## config.mk

```make
export PLATFORM = sky130hd
export DESIGN_NAME = ptw_walker
export DESIGN_NICKNAME = d
export VERILOG_FILES = /design/src/rtl/ptw_pkg.sv /design/src/rtl/ptw_addr_gen.sv /design/src/rtl/ptw_soft_shift.sv /design/src/rtl/ptw_ctrl.sv /design/src/rtl/ptw_walker.sv
export SDC_FILE = /design/constraint.sdc
export NUM_CORES = 1
export LEC_CHECK = 0
export ABC_AREA = 1
export ABC_CLOCK_PERIOD_IN_PS = 5300
export BUFFER_PORTS_ARGS = -buffer_cell sky130_fd_sc_hd__buf_2
export CORE_MARGIN = 4
export CORE_UTILIZATION = 45
export CTS_CLUSTER_DIAMETER = 150
export DETAILED_ROUTE_END_ITERATION = 10
export PLACE_DENSITY = 0.68
export SYNTH_ARGS = -nofsm -noshare
export SYNTH_HDL_FRONTEND = slang
export SYNTH_SLANG_ARGS = --single-unit
```

## constraint.sdc

```tcl
create_clock -name clk -period 5.3 [get_ports clk]
set_clock_uncertainty 0.1 [all_clocks]
set_input_delay 0.265 -clock clk [delete_from_list [all_inputs] [get_ports clk]]
set_output_delay 0.265 -clock clk [all_outputs]
set_load 0.03 [all_outputs]
```

## src/rtl/ptw_pkg.sv

```systemverilog
package ptw_pkg;
  typedef enum logic [2:0] {
    ST_IDLE,
    ST_DIR,
    ST_EVEN,
    ST_ODD,
    ST_FIN
  } walk_state_t;
endpackage

```

## src/rtl/ptw_addr_gen.sv

```systemverilog
// Address arithmetic for both walk levels.
module ptw_addr_gen #(
  parameter int AW           = 32,
  parameter int PHYS_BITS    = 29,
  parameter int DIR_LSB      = 22,
  parameter int PT_LSB       = 13,
  parameter int PT_BITS      = 9,
  parameter int DIR_ENT_LOG  = 2,
  parameter int PAIR_LOG     = 3
) (
  input  logic [AW-1:0] dir_base_i,
  input  logic [AW-1:0] vaddr_new_i,
  input  logic [AW-1:0] pt_word_i,
  input  logic [AW-1:0] vaddr_held_i,
  output logic [AW-1:0] dir_addr_o,
  output logic [AW-1:0] pair_addr_o
);
  localparam int DIR_BITS = AW - DIR_LSB;
  localparam logic [AW-1:0] PHYS_MASK = AW'((64'd1 << PHYS_BITS) - 64'd1);

  logic [DIR_BITS-1:0] dir_idx;
  logic [PT_BITS-1:0]  pt_idx;
  logic [AW-1:0]       dir_off, pair_off;

  assign dir_idx  = vaddr_new_i[AW-1:DIR_LSB];
  assign pt_idx   = vaddr_held_i[PT_LSB +: PT_BITS];
  assign dir_off  = {{(AW-DIR_BITS){1'b0}}, dir_idx} << DIR_ENT_LOG;
  assign pair_off = {{(AW-PT_BITS){1'b0}}, pt_idx} << PAIR_LOG;

  assign dir_addr_o  = (dir_base_i & PHYS_MASK) + dir_off;
  assign pair_addr_o = (pt_word_i & PHYS_MASK) + pair_off;
endmodule

```

## src/rtl/ptw_soft_shift.sv

```systemverilog
// Logarithmic right shifter, one stage per amount bit.
module ptw_soft_shift #(
  parameter int DW = 32,
  parameter int SW = 5
) (
  input  logic [DW-1:0] data_i,
  input  logic [SW-1:0] amt_i,
  output logic [DW-1:0] data_o
);
  logic [DW-1:0] stage [SW+1];

  assign stage[0] = data_i;
  for (genvar g = 0; g < SW; g++) begin : g_stage
    assign stage[g+1] = amt_i[g] ? (stage[g] >> (2**g)) : stage[g];
  end
  assign data_o = stage[SW];
endmodule

```

## src/rtl/ptw_ctrl.sv

```systemverilog
// Walk sequencer: idle -> directory -> even -> odd -> finish.
module ptw_ctrl
  import ptw_pkg::*;
(
  input  logic        clk,
  input  logic        rst,
  input  logic        start_i,
  input  logic        base_zero_i,
  input  logic        rd_valid_i,
  output walk_state_t state_o,
  output logic        launch_o,
  output logic        accept_o,
  output logic        busy_o,
  output logic        done_o,
  output logic        req_o
);
  walk_state_t state_q, state_d;

  always_ff @(posedge clk) begin
    if (rst) state_q <= ST_IDLE;
    else     state_q <= state_d;
  end

  always_comb begin
    state_d = state_q;
    unique case (state_q)
      ST_IDLE: if (start_i) state_d = base_zero_i ? ST_FIN : ST_DIR;
      ST_DIR:  if (rd_valid_i) state_d = ST_EVEN;
      ST_EVEN: if (rd_valid_i) state_d = ST_ODD;
      ST_ODD:  if (rd_valid_i) state_d = ST_FIN;
      ST_FIN:  state_d = ST_IDLE;
      default: state_d = ST_IDLE;
    endcase
  end

  assign state_o  = state_q;
  assign launch_o = (state_q == ST_IDLE) && start_i;
  assign req_o    = (state_q == ST_DIR) || (state_q == ST_EVEN) || (state_q == ST_ODD);
  assign accept_o = req_o && rd_valid_i;
  assign busy_o   = (state_q != ST_IDLE);
  assign done_o   = (state_q == ST_FIN);

  // zero base ends on the next cycle without a request
  a_r1_zero_base_fast: assert property (@(posedge clk) disable iff (rst)
    (launch_o && base_zero_i) |=> (done_o && !req_o));

  // an unanswered request stays raised
  a_r6_req_held: assert property (@(posedge clk) disable iff (rst)
    (req_o && !rd_valid_i) |=> req_o);

  // done lasts a single cycle
  a_r8_done_pulse: assert property (@(posedge clk) disable iff (rst)
    done_o |=> !done_o);

  // busy covers the done cycle and a start while busy launches nothing
  a_r7_busy_at_done: assert property (@(posedge clk) disable iff (rst)
    done_o |-> busy_o);
  a_r7_no_relaunch: assert property (@(posedge clk) disable iff (rst)
    (busy_o && !done_o) |=> busy_o);
endmodule

```

## src/rtl/ptw_walker.sv

```systemverilog
// Two-level page table walker top.
module ptw_walker
  import ptw_pkg::*;
#(
  parameter int AW        = 32,
  parameter int DW        = 32,
  parameter int PHYS_BITS = 29,
  parameter int DIR_LSB   = 22,
  parameter int PT_LSB    = 13,
  parameter int PT_BITS   = 9
) (
  input  logic                  clk,
  input  logic                  rst,
  input  logic                  start_i,
  input  logic [AW-1:0]         dir_base_i,
  input  logic [AW-1:0]         vaddr_i,
  input  logic [$clog2(DW)-1:0] soft_shift_i,
  output logic                  busy_o,
  output logic                  done_o,
  output logic                  nomatch_o,
  output logic [DW-1:0]         entry_even_o,
  output logic [DW-1:0]         entry_odd_o,
  output logic                  rd_req_o,
  output logic [AW-1:0]         rd_addr_o,
  input  logic                  rd_valid_i,
  input  logic [DW-1:0]         rd_data_i
);
  localparam int SW        = $clog2(DW);
  localparam int WORD_B    = DW / 8;
  localparam int WORD_LOG  = $clog2(WORD_B);

  walk_state_t   state;
  logic          launch, accept, base_zero;
  logic [AW-1:0] vaddr_q, addr_q, dir_addr, pair_addr;
  logic [SW-1:0] shift_q;
  logic [DW-1:0] even_q, odd_q, shifted;
  logic          nomatch_q;
  logic [1:0]    rd_cnt_q;

  assign base_zero = (dir_base_i == '0);

  ptw_ctrl u_ctrl (
    .clk        (clk),
    .rst        (rst),
    .start_i    (start_i),
    .base_zero_i(base_zero),
    .rd_valid_i (rd_valid_i),
    .state_o    (state),
    .launch_o   (launch),
    .accept_o   (accept),
    .busy_o     (busy_o),
    .done_o     (done_o),
    .req_o      (rd_req_o)
  );

  ptw_addr_gen #(
    .AW(AW), .PHYS_BITS(PHYS_BITS), .DIR_LSB(DIR_LSB), .PT_LSB(PT_LSB),
    .PT_BITS(PT_BITS), .DIR_ENT_LOG(WORD_LOG), .PAIR_LOG(WORD_LOG + 1)
  ) u_addr (
    .dir_base_i  (dir_base_i),
    .vaddr_new_i (vaddr_i),
    .pt_word_i   (AW'(rd_data_i)),
    .vaddr_held_i(vaddr_q),
    .dir_addr_o  (dir_addr),
    .pair_addr_o (pair_addr)
  );

  ptw_soft_shift #(.DW(DW), .SW(SW)) u_shift (
    .data_i(rd_data_i),
    .amt_i (shift_q),
    .data_o(shifted)
  );

  always_ff @(posedge clk) begin
    if (rst) begin
      vaddr_q   <= '0;
      shift_q   <= '0;
      addr_q    <= '0;
      even_q    <= '0;
      odd_q     <= '0;
      nomatch_q <= 1'b0;
    end else if (launch) begin
      vaddr_q   <= vaddr_i;
      shift_q   <= soft_shift_i;
      addr_q    <= dir_addr;
      even_q    <= '0;
      odd_q     <= '0;
      nomatch_q <= base_zero;
    end else if (accept) begin
      unique case (state)
        ST_DIR:  addr_q <= pair_addr;
        ST_EVEN: begin
          even_q <= shifted;
          addr_q <= addr_q + AW'(WORD_B);
        end
        ST_ODD:  odd_q <= shifted;
        default: ;
      endcase
    end
  end

  always_ff @(posedge clk) begin
    if (rst)         rd_cnt_q <= '0;
    else if (launch) rd_cnt_q <= '0;
    else if (accept) rd_cnt_q <= rd_cnt_q + 2'd1;
  end

  assign rd_addr_o    = addr_q;
  assign nomatch_o    = done_o && nomatch_q;
  assign entry_even_o = even_q;
  assign entry_odd_o  = odd_q;

  // address stays put while a request waits
  a_r6_addr_stable: assert property (@(posedge clk) disable iff (rst)
    (rd_req_o && !rd_valid_i) |=> $stable(rd_addr_o));

  // captured shift is frozen for the whole walk
  a_r5_shift_frozen: assert property (@(posedge clk) disable iff (rst)
    (busy_o && !done_o) |=> $stable(shift_q));

  // a successful walk accepted exactly three reads
  a_r4_three_reads: assert property (@(posedge clk) disable iff (rst)
    (done_o && !nomatch_o) |-> (rd_cnt_q == 2'd3));

  // a no-match walk accepted no read and returns zero entries
  a_r1_no_reads: assert property (@(posedge clk) disable iff (rst)
    nomatch_o |-> (rd_cnt_q == 2'd0 && entry_even_o == '0 && entry_odd_o == '0));

  // entries hold while idle
  a_r8_entries_hold: assert property (@(posedge clk) disable iff (rst)
    (!busy_o && !start_i) |=> ($stable(entry_even_o) && $stable(entry_odd_o)));
endmodule

```

==> metrics.csv, run 1 <==
metric,value,unit
post-synthesis adder-cell area fraction,3.09,%
buffers and inverters on the worst path,4,
xor/xnor share of the synthesized area,1.58,%
initial antenna violation count,0,
Post-route DRC,0,
Root Buffer,clkbuf_16,
# IOs,205,
Slew headroom,22.4,%
Lkg Pwr,0.00577,uW
"Max FO, Critical Path",40,
CTS tree,built,
Iter 0 DRT Violations,910,
num rows,52,
"FF+latch count, synth",114,
total power,3400,uW
Post-Syn Instances,1622,
DR vias/cell,5.31,
met3 usage,5.82,%
met1 GRT Util,37.4,%
Antenna Nets Post-Route,0,
Mapped Avg Cell Area,5.80,sq um
CP Cell Sequence,nor2_2 > inv_2 > nor2_4 > nand2_2 > buf_4 > inv_2 > nor2_4 > inv_2 > nand2_1 > a21oi_1 > nor2_1,
Pins Over Slew Limit,0,
Area contributors post-synth,"dfxtp_1, nand2_1, nand3_1",
Tightest Pin Transition,1.16,ns
grt met2 use,42.8,%
GRT Max-Usage Layer,met2,
asr flop ratio synth,0,%
GRT overflow,0,
nets@finish,1907,
Synth top area share,24.3,%
"top cells by count, synth","nand2_1, nand3_1, inv_1",
Ys Warns,0,
CP Capture Type,register,
first-pass GRT wire length,52.5,mm
Startpoint Class,register,
largest net degree at the start of global routing,73,
die area,0.0233,sq mm
clk_lat worst skew,0.42,ns
leading register cell type out of synthesis,dfxtp_1,
"EDFF count, synth",0,
WL/cell,15.9,um
Setup Viol. Count Final,0,
via count,10956,
Die Y-Extent,153,um
WS Path Type,reg2reg,
Yosys cell types,51,
clock buffer depth,2,
Post-Syn Nets,1749,
Fmax achieved,344,MHz
placeable core area,0.0204,sq mm
gpl congestion,0.990,
fin area,0.0111,sq mm
IO Port Bufs,191,
placed cell count,2016,
vias in the first global route,10055,
starting density of the core,46.2,%
run status,"complete, no violations",
layout cells sized above 1,15.6,%
final hold vios,0,
die span in x,153,um
H-tree lvl count,4,
Synth Area in Compound Gates,16.9,%
final wirelength,32.9,mm
largest family of logic cells by synthesized area,simple AND/OR/NAND/NOR gates,
Finished Layout Cells,2063,
total track usage,27.2,%
Setup TNS,0,ns
min cycle time layout,2.91,ns
fin crit share,54.8,%
Hold Path Class,in2reg,
Critical Path RT,5.51,ns
most frequent cell after synthesis,nand2_1,
CP arrival,3.11,ns
Yosys top cell by area,dfxtp_1,
Antenna diodes,0,
CTS sink count,114,
peak per-stage delay on the critical path,0.62,ns
Post-Synth Simple-Gate Area,43.1,%
cell repeated most along the worst path,inv_2,
"Slowest-stage cell, CP",inv_2,
cell family with most CP delay,buffers and inverters,
Area Overhead vs Synth,18.2,%
sequential area share after synthesis,24.3,%
CTS Buf Count,17,
placed inst area,0.0104,sq mm
"CTS clk-pin slew, worst paths",0.06,ns
PwrDens,306,mW/mm^2
dpl hpwl,25.3,mm
VDD IR max,0.161,mV
RSZ-0062 raised after global routing,false,
post-synthesis mux area share,0.213,%
Post-CTS Resized,0,
iteration count of the initial detailed-routing pass,6,
fillers,2143,
Syn Std Cell Area,0.00940,sq mm
maxcap violations,0,
area by class of cell:
type | count | area [sq um] | share of cell area, %
well taps | 270 | 338 | 3.04
clock buffers | 17 | 425 | 3.83
repair buffers | 212 | 1150 | 10.4
multi-input cells | 1263 | 6110 | 55.0
inverters | 172 | 646 | 5.81
flip-flops and latches | 114 | 2280 | 20.5
clock inverters | 15 | 163 | 1.46
power breakdown:
group          leakage (uW)  switching, uW  internal (uW)
clock              0.000284            496            668
sequential         0.000929            113            933
combinational       0.00456            841            355
layer usage:
layer	vias to the layer above	wire (um)
met5	-	0
met4	0	847
met3	49	2520
met2	381	14500
met1	4908	15000
li1	5618	-
cell families after synthesis:
group | Yosys count
flip-flops | 114
AO/OA/AOI/OAI | 287
XOR/XNOR | 17
AND/OR/NAND/NOR | 935
adder cells (fa/ha/maj) | 22
buffers and inverters | 245
multiplexers | 2
placed cells by master (no fill, tap or decap), types with 7 or more instances in the layout:
master / n
nand2_1: 522
nand3_1: 219
buf_2: 191
inv_1: 156
dfxtp_1: 114
nor2_1: 111
a21oi_1: 89
o21ai_0: 88
o21ai_1: 46
o21a_1: 26
ha_1: 20
clkbuf_16: 17
nand4_1: 15
dlygate4sd3_1: 15
inv_2: 13
o211ai_1: 13
xor2_1: 12
nor3_1: 10
inv_6: 9
nor2_2: 8
nor2_4: 7
nand2_2: 7
or2_1: 7
a31oi_1: 7
worst register-to-register path, stage by stage (launching register included):
cell and delay [ns]:
dfxtp_1 0.35, nor2_2 0.16, inv_2 0.06, nor2_4 0.10
nand2_2 0.06, buf_4 0.26, inv_2 0.63, nor2_4 0.23
inv_2 0.53, nand2_1 0.14, a21oi_1 0.14, nor2_1 0.05
worst paths after layout:
path	startpoint	to	slack, ns	depth (start not counted)
worst max register to register	u_ctrl.state_o[0]$_SDFFE_PP0P_	rd_addr_o[13]$_SDFFE_PP0P_	2.39	11
worst min register to register	vaddr_q[13]$_SDFFE_PP0P_	vaddr_q[13]$_SDFFE_PP0P_	0.35	2
worst max-delay path	u_ctrl.state_o[0]$_SDFFE_PP0P_	rd_addr_o[13]$_SDFFE_PP0P_	2.39	11
worst min-delay path	dir_base_i[0]	rd_addr_o[0]$_SDFFE_PP0P_	0.03	3
stage by stage:
step	util, %	hold WS, ns	setup WS [ns]
CTS	54.6	0.0170	2.38
floorplan	-	0.234	3.33
global placement	51.0	0.336	2.42
finish	54.6	0.0343	2.39
detailed placement	51.0	0.338	2.39
global route	54.6	0.0383	2.08
what timing repair did:
action | in CTS | in global routing
endpoints found under the hold margin | 17 | 0
endpoints found under the setup margin | 0 | 0
buffers inserted | 0 | 0
hold buffers | 15 | 0
registers in the layout, summed over array words and instances (netlist names):
register        cells
u_ctrl.state_o      3
shift_q             5
rd_addr_o          32
nomatch_q           1
entry_even_o       32
entry_odd_o        32
vaddr_q             9
Power figures use the tool's default switching activity.
==> inputs of run 2 (changes only) <==
Settings changed: ABC_AREA 1 to 0, ABC_CLOCK_PERIOD_IN_PS 5300 to 2700, PLACE_DENSITY 0.68 to 0.69.
Clock period 5.3 ns to 2.7 ns, I/O delays scaled along.
==> run 2 against run 1 <==
Sequential share of layout area is 0.85 points higher; register-to-register slack got worse by 2.2 ns; total power grew 100%; via count fell by 14%; clock power grew 100%; combinational power increased by 110%; final area down 3.9%; first-iteration DRC count up 2.3%; worst setup slack got worse by 2.3 ns; non-clock buffer count rose by 48; critical path type is now in2reg; highest routed layer is now met5.
==> metrics.csv, run 2 <==
metric,value,unit,change
nets@finish,1421,,-25%
WS Path Type,in2reg,,
Die Y-Extent,146,um,-4.2%
Post-Syn Nets,1223,,-30%
run status,"complete, no violations",,
Fmax achieved,389,MHz,
dpl hpwl,22.1,mm,-13%
layout cells sized above 1,24.6,%,+8.9 points
num rows,50,,-3.8%
"Max FO, Critical Path",3,,-93%
placed inst area,0.00984,sq mm,-5.2%
gpl congestion,0.959,,-3.1%
CP arrival,2.79,ns,-0.32 ns
Place WS,0.149,ns,-2.24 ns
"FF+latch count, synth",114,,unchanged
sequential area share after synthesis,26.5,%,+2.3 points
CTS tree,built,,
vias in the first global route,8551,,-15%
CP Capture Type,register,,
clk_lat worst skew,0.43,ns,about the same
Area Overhead vs Synth,24.3,%,
Tightest Pin Transition,0.671,ns,-0.491 ns
IO Port Bufs,191,,unchanged
Yosys top cell by area,dfxtp_1,,
CP Cell Sequence,dlygate4sd3_1 > buf_2 > ha_1 > fa_1 > a21oi_1 > nor3_2 > o31ai_4 > xor2_1 > a221oi_1 > or3_1,,
starting density of the core,45.8,%,-0.37 points
total track usage,26.7,%,-0.57 points
fin area,0.0107,sq mm,-3.9%
Critical Path RT,2.91,ns,-2.60 ns
Antenna Nets Post-Route,0,,unchanged
Slew headroom,55.2,%,+33 points
VDD IR max,0.488,mV,+200%
die area,0.0214,sq mm,-8.1%
Area contributors post-synth,"dfxtp_1, a21oi_1, nand2_1",,
PwrDens,644,mW/mm^2,+110%
"commonest non-fill, non-tap cell in the layout",buf_2,,
"top cells by count, synth","nand2_1, a21oi_1, dfxtp_1",,
via count,9424,,-14%
Synth top area share,26.5,%,+2.3 points
Post-route DRC,0,,unchanged
initial antenna violation count,5,,+5
Setup Viol. Count Final,0,,unchanged
Syn Std Cell Area,0.00860,sq mm,-8.6%
final core utilization,56.9,%,+2.3 points
Hold Path Class,in2reg,,
"EDFF count, synth",0,,unchanged
fin crit share,95.2,%,
largest net degree at the start of global routing,46,,-37%
CTS sink count,114,,unchanged
post-route setup slack,0.129,ns,-2.27 ns
Iter 0 DRT Violations,931,,+2.3%
placeable core area,0.0188,sq mm,-7.8%
maxcap violations,0,,unchanged
first-pass GRT wire length,46.6,mm,-11%
Startpoint Class,primary input,,
Mapped Avg Cell Area,7.84,sq um,+35%
leading register cell type out of synthesis,dfxtp_1,,
# IOs,205,,unchanged
die span in x,146,um,-4.2%
"CTS clk-pin slew, worst paths",0.07,ns,about the same
fillers,1805,,-16%
clock buffer depth,2,,unchanged
most frequent cell after synthesis,nand2_1,,
iteration count of the initial detailed-routing pass,5,,-1
most frequent cells in the layout,"buf_2, nand2_1, a21oi_1",,
WL/cell,19.2,um,+20%
GRT overflow,0,,unchanged
peak per-stage delay on the critical path,0.53,ns,-0.09 ns
Ys Warns,0,,unchanged
final hold vios,0,,unchanged
CTS Buf Count,17,,unchanged
min cycle time layout,2.57,ns,
DR vias/cell,6.10,,+15%
Post-Syn Instances,1096,,-32%
Lkg Pwr,0.00434,uW,-25%
asr flop ratio synth,0,%,unchanged
Yosys cell types,80,,+57%
final wirelength,29.6,mm,-10%
Root Buffer,clkbuf_16,,
"Slowest-stage cell, CP",dlygate4sd3_1,,
Pins Over Slew Limit,0,,unchanged
H-tree lvl count,4,,unchanged
## run 2: layout make-up
cell class                 count  area [sq um]  share of cell area (%)
multi-input combinational    882          5840                    54.6
antenna                        3          7.51                  0.0703
timing repair buffer         260          1590                    14.9
sequential                   114          2280                    21.4
tap                          234           293                    2.74
clock inverter                15           173                    1.62
inverter                      19          71.3                   0.667
clock buffer                  17           425                    3.98
## run 2: metrics by stage
stage	instances	hold WS, ns	total power [uW]	setup TNS [ns]
after floorplan	1096	0.171	3720	0
after global placement	1485	0.270	4480	0
after detailed placement	1485	0.276	4510	0
after CTS	1539	0.00358	6860	0
after global routing	1543	0.0183	7230	-0.00825
final	1544	0.0148	6890	0
## run 2: logic make-up (layout without fill, tap and decap cells)
family | after synthesis | count (layout) | synth area share [%]
buffers and inverters | 100 | 311 | 5.62
AO/OA/AOI/OAI | 344 | 344 | 25.0
adder cells (fa/ha/maj) | 22 | 22 | 3.38
other | 0 | 3 | 0
multiplexers | 78 | 78 | 12.6
flip-flops | 114 | 114 | 26.5
AND/OR/NAND/NOR | 398 | 398 | 22.8
XOR/XNOR | 40 | 40 | 4.08
## run 2: worst max-delay path: cells and delay by family
family                     cells  cell delay (ns)
AOI/OAI and AO/OA              3             0.60
buffers and inverters          2             0.65
xor gates and xnor gates       1             0.26
and+or+nand+nor                2             0.51
adders and majority gates      2             0.63
## run 2: final timing paths
check	start	to	slack, ns	cells after the start
setup / recovery	vaddr_i[22]	rd_addr_o[18]$_SDFFE_PP0P_	0.13	10
hold / removal	rd_data_i[20]	rd_addr_o[20]$_SDFFE_PP0P_	0.01	3
setup reg to reg	vaddr_q[18]$_SDFFE_PP0P_	rd_addr_o[27]$_SDFFE_PP0P_	0.19	7
hold reg to reg	entry_even_o[24]$_SDFFE_PP0P_	entry_even_o[24]$_SDFFE_PP0P_	0.35	2
## run 2: timing repair
action	4_1_cts	5_1_grt
hold endpoints to repair	20	0
hold buffers	22	0
setup endpoints to repair	0	3
buffers inserted	0	2
resized for setup	0	1
## run 2: power by group
group / internal (uW) / switching (uW) / leakage (uW)
registers: 1840 / 223 / 0.000929
logic: 922 / 1580 / 0.00312
clock network: 1390 / 938 / 0.000289
total: 4150 / 2740 / 0.00434
## run 2: per-layer routing
layer	up-vias	track usage [%]	share of wire (%)
met4	6	8.42	2.4
met2	449	41.0	45
met1	4399	37.2	44
li1	4506	-	-
met5	-	0	0.11
met3	64	6.30	8.5
==> inputs of run 3 (changes only) <==
Settings changed: CORE_ASPECT_RATIO set to 0.7.
==> run 3 against run 2 <==
Total power up 0.56%; utilization rose by 1.4 points; sequential power about the same; cell count increased by 0.58%; worst setup slack improved by 0.068 ns; critical path depth shrank 1; sequential share of layout area is essentially flat; sequential cell count did not move; clock power hardly changed; global-route usage increased by 1.5 points; combinational power increased by 2%; wire length is 5.4% higher; largest cell class unchanged.
==> metrics.csv, run 3 (same netlist as run 2, synthesis figures left out) <==
metric,value,unit,change
grt met2 use,39.5,%,-1.5 points
DR vias/cell,6.21,,+1.7%
WL/cell,20.1,um,+4.8%
most frequent cells in the layout,"buf_2, nand2_1, a21oi_1",,
Fin Hold WS,0.0105,ns,-0.00430 ns
Tightest Pin Transition,0.750,ns,+0.0785 ns
Startpoint Class,register,,
fin crit share,92.7,%,-2.5 points
"Setup Fix Bufs, Post-CTS",0,,unchanged
Slew headroom,49.6,%,-5.6 points
CTS tree,built,,
run status,"complete, no violations",,
placeable core area,0.0184,sq mm,-2.1%
final hold vios,0,,unchanged
VDD IR max,0.411,mV,-16%
met1 GRT Util,42.8,%,+5.7 points
dpl hpwl,23.7,mm,+7.2%
gpl congestion,1.00,,+4.8%
Die Y-Extent,124,um,-15%
Lkg Pwr,0.00436,uW,+0.51%
final core utilization,58.3,%,+1.4 points
largest net degree at the start of global routing,45,,-2.2%
CP arrival,2.73,ns,-0.06 ns
"Slowest-stage cell, CP",fa_1,,
total track usage,28.2,%,+1.5 points
via count,9644,,+2.3%
cell family with most CP delay,simple AND/OR/NAND/NOR gates,,
"Max FO, Critical Path",5,,+2
buffers and inverters on the worst path,1,,-1
# IOs,205,,unchanged
WS Path Type,reg2reg,,
layout cells sized above 1,24.7,%,+0.17 points
final wirelength,31.2,mm,+5.4%
RSZ-0062 raised after global routing,false,,
clk_lat worst skew,0.43,ns,about the same
num rows,41,,-18%
first-pass GRT wire length,48.2,mm,+3.4%
Antenna Nets Post-Route,0,,unchanged
vias in the first global route,8657,,+1.2%
Hold Path Class,in2reg,,
die area,0.0214,sq mm,+0.16%
initial antenna violation count,3,,-2
Fmax achieved,399,MHz,+2.7%
min cycle time layout,2.50,ns,-0.0676 ns
Post-route DRC,0,,unchanged
Setup Viol. Count Final,0,,unchanged
CP Capture Type,register,,
starting density of the core,46.8,%,+1.0 points
Setup TNS,0,ns,unchanged
PwrDens,646,mW/mm^2,+0.31%
CTS sink count,114,,unchanged
IO Port Bufs,191,,unchanged
peak per-stage delay on the critical path,0.40,ns,-0.13 ns
Area Overhead vs Synth,24.6,%,
H-tree lvl count,4,,unchanged
Pins Over Slew Limit,0,,unchanged
die span in x,173,um,+18%
Critical Path RT,2.93,ns,+0.02 ns
maxcap violations,0,,unchanged
GRT overflow,0,,unchanged
GRT Max-Usage Layer,met1,,
nets@finish,1428,,+0.49%
met3 usage,7.77,%,+1.5 points
CP Cell Sequence,ha_1 > inv_1 > fa_1 > nand2b_1 > a211oi_2 > or2_4 > nor3b_2 > xnor2_1 > a2111oi_2,,
"commonest non-fill, non-tap cell in the layout",buf_2,,
clock buffer depth,2,,unchanged
CTS Buf Count,17,,unchanged
iteration count of the initial detailed-routing pass,5,,unchanged
Iter 0 DRT Violations,1161,,+25%
Root Buffer,clkbuf_16,,
"CTS clk-pin slew, worst paths",0.07,ns,about the same
[run 3: cell types whose count changed in the layout (fill, tap and decap cells not counted), moves of 2 or more]
cell           previous run  this run
buf_4                    42        49
inv_8                     2         6
buf_12                    5         3
clkinv_4                  3         1
dlygate4sd3_1            22        24
[run 3: tightest hold or removal path, delay by kind of cell]
kind	cells	cell delay, ns
adder cells (fa/ha/maj)	1	0.14
buffers and inverters	1	0.08
AND/OR/NAND/NOR	1	0.08
AO/OA/AOI/OAI	1	0.07
[run 3: per-stage QoR]
step / std cells / setup WS [ns] / cell area (sq um) / total power [uW]
2_1_floorplan: 1096 / 0.244 / 8600 / 3720
3_3_place_gp: 1494 / 0.161 / 9870 / 4530
3_5_place_dp: 1494 / 0.162 / 9870 / 4550
4_1_cts: 1550 / 0.149 / 10700 / 6880
5_1_grt: 1553 / 0.0216 / 10700 / 7230
6_report: 1553 / 0.196 / 10700 / 6920
[run 3: layout make-up]
class / instances / area [sq um]
fill: 1755 / 7650
multi-input combinational: 882 / 5840
sequential: 114 / 2290
antenna: 3 / 7.51
clock inverter: 15 / 164
clock buffer: 17 / 425
timing repair buffer: 267 / 1620
inverter: 19 / 71.3
tap: 236 / 295
[run 3: final timing paths]
| kind | cells after the start | endpoint | slack (ns) | from |
|---|---|---|---|---|
| hold reg to reg | 2 | entry_even_o[28]$_SDFFE_PP0P_ | 0.35 | entry_even_o[28]$_SDFFE_PP0P_ |
| setup / recovery | 9 | rd_addr_o[27]$_SDFFE_PP0P_ | 0.20 | vaddr_q[13]$_SDFFE_PP0P_ |
| hold / removal | 4 | rd_addr_o[2]$_SDFFE_PP0P_ | 0.01 | vaddr_i[22] |
| setup reg to reg | 9 | rd_addr_o[27]$_SDFFE_PP0P_ | 0.20 | vaddr_q[13]$_SDFFE_PP0P_ |
[run 3: repair_timing]
action | CTS | global route
hold buffers | 24 | 0
endpoints found under the setup margin | 0 | 8
hold endpoints to repair | 23 | 0
resized for setup | 0 | 2
[run 3: power by group]
| part | internal [uW] | leakage, uW | switching, uW |
|---|---|---|---|
| registers | 1840 | 0.000929 | 243 |
| logic | 932 | 0.00315 | 1610 |
| clock network | 1310 | 0.000283 | 988 |
| total | 4090 | 0.00436 | 2840 |
[run 3: per-layer routing]
| metal | share of wire (%) | wire length, um |
|---|---|---|
| met1 | 47 | 14700 |
| met2 | 41 | 12700 |
| met3 | 11 | 3420 |
| met4 | 1.2 | 385 |
| met5 | 0 | 0 |
